`config.mk`:
```
export PLATFORM = sky130hd
export DESIGN_NAME = csr_dual_endian_target
export DESIGN_NICKNAME = d
export VERILOG_FILES = /design/src/rtl/csr_tgt_pkg.sv /design/src/rtl/csr_lane_swap.sv /design/src/rtl/csr_window_decode.sv /design/src/rtl/csr_word_bank.sv /design/src/rtl/csr_dual_endian_target.sv
export SDC_FILE = /design/constraint.sdc
export NUM_CORES = 2
export LEC_CHECK = 0
export ABC_AREA = 1
export ABC_CLOCK_PERIOD_IN_PS = 4600
export BUFFER_PORTS_ARGS = -buffer_cell sky130_fd_sc_hd__buf_2
export CORE_ASPECT_RATIO = 0.7
export CORE_MARGIN = 3
export CORE_UTILIZATION = 35
export CTS_CLUSTER_DIAMETER = 60
export DETAILED_ROUTE_END_ITERATION = 10
export SLEW_MARGIN = 20
export SYNTH_ARGS = -nofsm -noshare
export SYNTH_HDL_FRONTEND = slang
export SYNTH_HIERARCHICAL = 1
export SYNTH_SLANG_ARGS = --single-unit
```
`constraint.sdc`:
```
create_clock -name clk -period 4.6 [get_ports clk]
set_clock_uncertainty 0.1 [all_clocks]
set_input_delay 0.69 -clock clk [delete_from_list [all_inputs] [get_ports clk]]
set_output_delay 0.69 -clock clk [all_outputs]
set_load 0.01 [all_outputs]
```
`src/rtl/csr_tgt_pkg.sv`:
```
package csr_tgt_pkg;

   // Which window, and which view of it, a request lands in
   typedef enum logic [1:0] {
      WIN_NONE   = 2'd0,
      WIN_MEM_LE = 2'd1,
      WIN_MEM_BE = 2'd2,
      WIN_IO     = 2'd3
   } win_sel_e;

   function automatic bit is_pow2(input int unsigned v);
      return (v != 0) && ((v & (v - 1)) == 0);
   endfunction

endpackage

```
`src/rtl/csr_lane_swap.sv`:
```
module csr_lane_swap #(
   parameter int DATA_W = 32,
   parameter int LANE_W = 8
) (
   input  logic              swap,
   input  logic [DATA_W-1:0] din,
   output logic [DATA_W-1:0] dout
);
   localparam int LANES = DATA_W / LANE_W;

   logic [DATA_W-1:0] reversed;

   initial begin : p_param_chk
      if ((DATA_W % LANE_W) != 0)
         $fatal(1, "csr_lane_swap: DATA_W must be a multiple of LANE_W");
   end

   for (genvar g = 0; g < LANES; g++) begin : g_lane
      assign reversed[g*LANE_W +: LANE_W] = din[(LANES-1-g)*LANE_W +: LANE_W];
   end

   assign dout = swap ? reversed : din;

endmodule

```
`src/rtl/csr_window_decode.sv`:
```
module csr_window_decode
   import csr_tgt_pkg::*;
#(
   parameter int ADDR_W        = 32,
   parameter int BE_W          = 4,
   parameter int MEM_WIN_BYTES = 1024,
   parameter int IO_WIN_BYTES  = 256,
   parameter int REG_WORDS     = 64,
   parameter int BANK_IDX_W    = 6
) (
   input  logic [ADDR_W-1:0]     addr,
   input  logic [ADDR_W-1:0]     mem_base,
   input  logic [ADDR_W-1:0]     io_base,
   input  logic [BE_W-1:0]       be,
   output win_sel_e              win,
   output logic [BANK_IDX_W-1:0] bank_idx,
   output logic                  in_bank,
   output logic                  full_be
);
   localparam int LANE_LSB = $clog2(BE_W);
   localparam int MEM_LOG  = $clog2(MEM_WIN_BYTES);
   localparam int IO_LOG   = $clog2(IO_WIN_BYTES);
   localparam int VIEW_BIT = MEM_LOG - 1;
   localparam int OFS_W    = VIEW_BIT - LANE_LSB;
   localparam int IO_OFS_W = IO_LOG - LANE_LSB;

   initial begin : p_param_chk
      if (!is_pow2(MEM_WIN_BYTES) || !is_pow2(IO_WIN_BYTES) || !is_pow2(BE_W))
         $fatal(1, "csr_window_decode: window sizes and BE_W must be powers of two");
      if (IO_WIN_BYTES > MEM_WIN_BYTES / 2)
         $fatal(1, "csr_window_decode: I/O window larger than one memory view");
      if (REG_WORDS > (1 << OFS_W))
         $fatal(1, "csr_window_decode: bank larger than one memory view");
      if (BANK_IDX_W != $clog2(REG_WORDS))
         $fatal(1, "csr_window_decode: BANK_IDX_W mismatch");
   end

   logic             mem_match;
   logic             io_match;
   logic [OFS_W-1:0] mem_ofs;
   logic [OFS_W-1:0] io_ofs;
   logic [OFS_W-1:0] word_ofs;

   assign mem_match = (addr[ADDR_W-1:MEM_LOG] == mem_base[ADDR_W-1:MEM_LOG]);
   assign io_match  = (addr[ADDR_W-1:IO_LOG]  == io_base[ADDR_W-1:IO_LOG]);
   assign mem_ofs   = addr[VIEW_BIT-1:LANE_LSB];

   // Pad the shorter I/O offset up to the memory-view offset width
   if (IO_OFS_W == OFS_W) begin : g_io_same
      assign io_ofs = addr[IO_LOG-1:LANE_LSB];
   end else begin : g_io_pad
      assign io_ofs = {{(OFS_W-IO_OFS_W){1'b0}}, addr[IO_LOG-1:LANE_LSB]};
   end

   // Memory window takes priority if a mis-programmed base overlaps
   always_comb begin
      if (mem_match)
         win = addr[VIEW_BIT] ? WIN_MEM_BE : WIN_MEM_LE;
      else if (io_match)
         win = WIN_IO;
      else
         win = WIN_NONE;
   end

   assign word_ofs = (win == WIN_IO) ? io_ofs : mem_ofs;
   assign in_bank  = (32'(word_ofs) < REG_WORDS);
   assign bank_idx = word_ofs[BANK_IDX_W-1:0];
   assign full_be  = &be;

   logic unused_addr_bits;
   assign unused_addr_bits = ^{addr[LANE_LSB-1:0], mem_base[MEM_LOG-1:0], io_base[IO_LOG-1:0]};

endmodule

```
`src/rtl/csr_word_bank.sv`:
```
module csr_word_bank #(
   parameter int DATA_W = 32,
   parameter int WORDS  = 64,
   parameter int IDX_W  = 6
) (
   input  logic              clk,
   input  logic              rst_n,
   input  logic              we,
   input  logic [IDX_W-1:0]  idx,
   input  logic [DATA_W-1:0] wdata,
   output logic [DATA_W-1:0] rdata
);
   logic [DATA_W-1:0] words [WORDS];

   initial begin : p_param_chk
      if (WORDS > (1 << IDX_W))
         $fatal(1, "csr_word_bank: IDX_W too narrow for WORDS");
   end

   for (genvar w = 0; w < WORDS; w++) begin : g_word
      always_ff @(posedge clk or negedge rst_n) begin
         if (!rst_n)
            words[w] <= '0;
         else if (we && (32'(idx) == w))
            words[w] <= wdata;
      end
   end

   always_comb begin
      rdata = '0;
      for (int w = 0; w < WORDS; w++)
         if (32'(idx) == w) rdata = words[w];
   end

endmodule

```
`src/rtl/csr_dual_endian_target.sv`:
```
module csr_dual_endian_target
   import csr_tgt_pkg::*;
#(
   parameter int ADDR_W        = 32,
   parameter int DATA_W        = 32,
   parameter int MEM_WIN_BYTES = 1024,
   parameter int IO_WIN_BYTES  = 256,
   parameter int REG_WORDS     = 64
) (
   input  logic                clk,
   input  logic                rst_n,
   input  logic [ADDR_W-1:0]   mem_base,
   input  logic [ADDR_W-1:0]   io_base,
   input  logic                req_valid,
   input  logic                req_write,
   input  logic [ADDR_W-1:0]   req_addr,
   input  logic [DATA_W/8-1:0] req_be,
   input  logic [DATA_W-1:0]   req_wdata,
   output logic                rsp_valid,
   output logic [DATA_W-1:0]   rsp_rdata
);
   localparam int BE_W       = DATA_W / 8;
   localparam int BANK_IDX_W = $clog2(REG_WORDS);

   initial begin : p_param_chk
      if (DATA_W % 8 != 0)
         $fatal(1, "csr_dual_endian_target: DATA_W must be whole bytes");
      if (REG_WORDS < 2)
         $fatal(1, "csr_dual_endian_target: REG_WORDS must be at least 2");
   end

   win_sel_e              win;
   logic [BANK_IDX_W-1:0] bank_idx;
   logic                  in_bank;
   logic                  full_be;
   logic                  hit;
   logic                  swap;
   logic                  bank_we;
   logic [DATA_W-1:0]     bank_wdata;
   logic [DATA_W-1:0]     bank_rdata;
   logic [DATA_W-1:0]     rd_word;
   logic [DATA_W-1:0]     rd_ret;
   logic                  rd_take;

   csr_window_decode #(
      .ADDR_W       (ADDR_W),
      .BE_W         (BE_W),
      .MEM_WIN_BYTES(MEM_WIN_BYTES),
      .IO_WIN_BYTES (IO_WIN_BYTES),
      .REG_WORDS    (REG_WORDS),
      .BANK_IDX_W   (BANK_IDX_W)
   ) i_decode (
      .addr    (req_addr),
      .mem_base(mem_base),
      .io_base (io_base),
      .be      (req_be),
      .win     (win),
      .bank_idx(bank_idx),
      .in_bank (in_bank),
      .full_be (full_be)
   );

   assign hit  = (win != WIN_NONE);
   assign swap = (win == WIN_MEM_BE);

   // Only whole-word writes to an existing register reach the bank
   assign bank_we = req_valid && req_write && hit && full_be && in_bank;

   csr_lane_swap #(.DATA_W(DATA_W), .LANE_W(8)) i_wr_swap (
      .swap(swap),
      .din (req_wdata),
      .dout(bank_wdata)
   );

   csr_word_bank #(.DATA_W(DATA_W), .WORDS(REG_WORDS), .IDX_W(BANK_IDX_W)) i_bank (
      .clk  (clk),
      .rst_n(rst_n),
      .we   (bank_we),
      .idx  (bank_idx),
      .wdata(bank_wdata),
      .rdata(bank_rdata)
   );

   assign rd_word = in_bank ? bank_rdata : '0;

   csr_lane_swap #(.DATA_W(DATA_W), .LANE_W(8)) i_rd_swap (
      .swap(swap),
      .din (rd_word),
      .dout(rd_ret)
   );

   assign rd_take = req_valid && !req_write && hit;

   always_ff @(posedge clk or negedge rst_n) begin
      if (!rst_n) begin
         rsp_valid <= 1'b0;
         rsp_rdata <= '0;
      end else begin
         rsp_valid <= rd_take;
         if (rd_take) rsp_rdata <= rd_ret;
      end
   end

endmodule

```
==> results.toml <==
[sta]
rsz0062_at_grt = "yes"
finalWorstSetupSlack_ns = -0.6395
relSlewSlack_pct = 25.57
maxSlewViolCount = 0
fin_crit_ns = 5.239
finalSetupViolCount = 32
whs_ns = 0.2206
period_share_pct = 113.9
worst-slew-pin-transition_ns = 1.116
timing.fmax_mhz = 190.9
hold_viol = 0

[routing]
drc = 0
finalWirelength_um = 273700
routedWlPerCell_um = 18.00
via_per_inst = 5.022
drt_iter0_drc = 8699
firstDrtPassIters = 9
drt.antenna.violating_nets = 0
via_count = 76370

[placement]
port_buffers = 148
hpwl_um = 188700
gp_congestion = 0.8569
postPlaceCellArea_um2 = 99970

[synthesis]
synth_flop_cell = "dfrtp_1"
synth-xor-area-share_pct = 0.1810
ys_top_cells_by_area = "dfrtp_1 57%, nand2_1 17%, o21ai_0 11%"
netlist_area_um2 = 91940
synth-compound-area-share_pct = 11.86
seq_area_frac_synth_pct = 56.64
syn_inst = 11420
synthSimpleGateAreaFrac_pct = 25.23
synth_fp_nets = 11560
synth_edf_count = 0
synth_most_common_cell = "nand2_1"
async_reset_ff_share_pct = 100.0
synth_top_area_share_pct = 56.64
synth_top_family_by_area = "simple AND/OR/NAND/NOR gates"
synth_mux_area_share_pct = 0
avgSynthCellArea_um2 = 8.048
ys_seq_elements = 2081
ys_top_cells_by_count = "4205 x nand2_1, 2081 x dfrtp_1, 2056 x o21ai_0"
synth.largest_area_cell = "dfrtp_1"
yosys.area_share.adder_pct = 0
synth.distinct_cells = 32
yosys_warnings = 6

[power_and_ir_drop]
p_per_area_nw_per_um2 = 348.1
switchingPower_mw = 8.541
p_total_mw = 37.55
ir_worst_vdd_mv = 0.2822
p_comb_share_pct = 4.1
power_leakage_nw = 48.71
swShare_pct = 22.75
p_int_mw = 29.01
clock_power_share_pct = 47.2
power_frac_seq_pct = 48.8

[grt]
grt_pass1_wl_um = 434200
grt_overflow = 0
antenna_found_initial = 8
grt_pass1_vias = 71050
grt_util_all_layers_pct = 20.26
grt_max_degree = 112

[critical_path]
timing.rr.start = "i_bank/words[2006]$_DFFE_PN0P_"
crit_required_ns = 5.25
cp-end-kind = "register"
worst-r2r-cell-count = 43
timing.rr.end = "rsp_rdata[14]$_DFFE_PN0P_"
critPathMostFrequentCell = "nand4_1"
r2r_slack_ns = -0.52
slowest_delay_ns = 0.38
startpoint = "req_addr[6]"
cp-endpoint = "rsp_rdata[11]$_DFFE_PN0P_"
cp-start-kind = "input pin"
slowest_stage = "nor2_4"
path_class = "input pin to register"
worstPathMaxFanout = 10
arrival_ns = 5.89

[final_layout]
layout-drive-gt1-share_pct = 12.90
fin_util_pct = 41.52
fin_nets = 11700
n_fill_cell = 26010
area_growth_pct = 17.31
final_area_um2 = 107900

[clock_tree]
clk_pin_slew_ns = 0.06
cts_buffers = 216
clockBufferDepth = 4
cts_tree = "yes"
htreeDepth = 4
clock_latency_ns = 0.89
clock_sinks = 2081
cts-root-buf = "clkbuf_16"

[die]
fp.dieH_um = 434.8
dieWidth_um = 618.6
dieArea_um2 = 269000
core_area_um2 = 259800
row_count = 156
start_util_pct = 35.39
ios = 169

[flow_run]
drv_cap = 0

[hold_path]
hold_class = "input pin to register"

[run_status]
violations = "negative setup slack"
status = "finished with violations"
-- critical path, delay by kind of cell --
family                 cells  cell delay (ns)
and+or+nand+nor           38             4.52
buffers and inverters      6             0.67
-- state kept, by name, summed over array words and instances (netlist names) --
signal / flops
rsp_rdata: 32
i_bank/words: 2048
rsp_valid: 1
-- area by class of cell --
type                    count  area [um^2]  share of cell area [%]
diodes                      8        20.02                 0.01856
flip-flops and latches   2081        52070                   48.28
inverters                 618         2345                   2.174
well taps                3476         4349                   4.032
clock buffers             322         6345                   5.882
multi-input cells        7911        35020                   32.47
clock inverters            57        757.0                  0.7018
repair buffers            734         6953                   6.446
-- worst min path at each step --
stage | from | to | slack, ns | cells past startpoint
3_5_place_dp | rsp_rdata[1]$_DFFE_PN0P_ | rsp_rdata[1]$_DFFE_PN0P_ | 0.36 | 2
5_1_grt | req_wdata[24] | i_bank/words[1984]$_DFFE_PN0P_ | 0.21 | 5
4_1_cts | req_wdata[24] | i_bank/words[1984]$_DFFE_PN0P_ | 0.16 | 5
6_report | req_wdata[0] | i_bank/words[1984]$_DFFE_PN0P_ | 0.22 | 5
2_1_floorplan | rst_n | i_bank/words[0]$_DFFE_PN0P_ | 0.29 | 0
3_3_place_gp | rsp_rdata[1]$_DFFE_PN0P_ | rsp_rdata[1]$_DFFE_PN0P_ | 0.35 | 2
-- through the flow --
| step | TNS [ns] | worst slack [ns] | std cells |
|---|---|---|---|
| floorplan | 0 | 0.2835 | 11420 |
| global placement | -52.46 | -1.841 | 14800 |
| detailed placement | -52.23 | -1.825 | 14800 |
| CTS | -15.28 | -0.6936 | 15190 |
| global route | -30.50 | -1.130 | 15200 |
| finish | -14.96 | -0.6395 | 15210 |
-- repair_timing --
item / CTS / global route
hold endpoints to repair: 76 / 0
gates resized for setup: 110 / 85
buffers inserted: 7 / 9
gates cloned: 1 / 1
hold buffers: 1 / 0
pin swaps: 57 / 73
endpoints found under the setup margin: 32 / 32
-- layer usage --
| layer | vias to the layer above | global-route usage (%) | wire [um] |
|---|---|---|---|
| li1 | 36780 | - | - |
| met1 | 36740 | 33.42 | 141600 |
| met2 | 2566 | 26.21 | 102600 |
| met3 | 285 | 4.560 | 24220 |
| met4 | 0 | 4.109 | 5234 |
| met5 | - | 0 | 0 |
-- placed cells by master (no fill, tap or decap), types with 3 or more instances in the layout --
cell type | netlist | final
inv_6 | 0 | 7
xor2_1 | 9 | 9
nand3_2 | 0 | 18
diode_2 | 0 | 8
clkbuf_1 | 767 | 53
buf_2 | 8 | 145
inv_2 | 18 | 57
nand2_4 | 1 | 4
buf_12 | 2 | 134
buf_4 | 11 | 429
nand3_1 | 116 | 97
nand2_2 | 24 | 118
clkinv_1 | 39 | 7
nor2_2 | 6 | 106
buf_6 | 9 | 17
a21oi_1 | 120 | 118
nor2_1 | 763 | 649
dfrtp_1 | 2081 | 2081
bufinv_16 | 0 | 15
clkinv_2 | 0 | 28
nor2_4 | 5 | 19
o21ai_0 | 2056 | 2054
clkinvlp_4 | 0 | 3
nor3_2 | 0 | 4
or2_0 | 21 | 21
or2_1 | 4 | 4
clkbuf_16 | 0 | 218
buf_8 | 0 | 6
nand2_1 | 4205 | 4108
xnor2_1 | 10 | 10
inv_1 | 559 | 549
o21ai_1 | 3 | 3
nand4_1 | 441 | 441
clkbuf_8 | 6 | 52
or2_2 | 116 | 116
nor3b_1 | 3 | 3
-- power by group through the flow --
stage / Combinational, mW / Sequential [mW] / Clock [mW]
floorplan: 0.474 / 18.6 / 0
global placement: 1.52 / 18.6 / 0
detailed placement: 1.52 / 18.6 / 0
CTS: 1.54 / 18.3 / 18.1
global route: 1.69 / 18.3 / 18.9
finish: 1.52 / 18.3 / 17.7
-- cell families (layout without fill, tap and decap cells) --
group                  Yosys count  in the layout
AO/OA/AOI/OAI                 2179           2179
XOR/XNOR                        19             19
AND/OR/NAND/NOR               5713           5713
other                            0              8
buffers and inverters         1432           1731
flip-flops                    2081           2081
(Power assumes the default switching activity.)
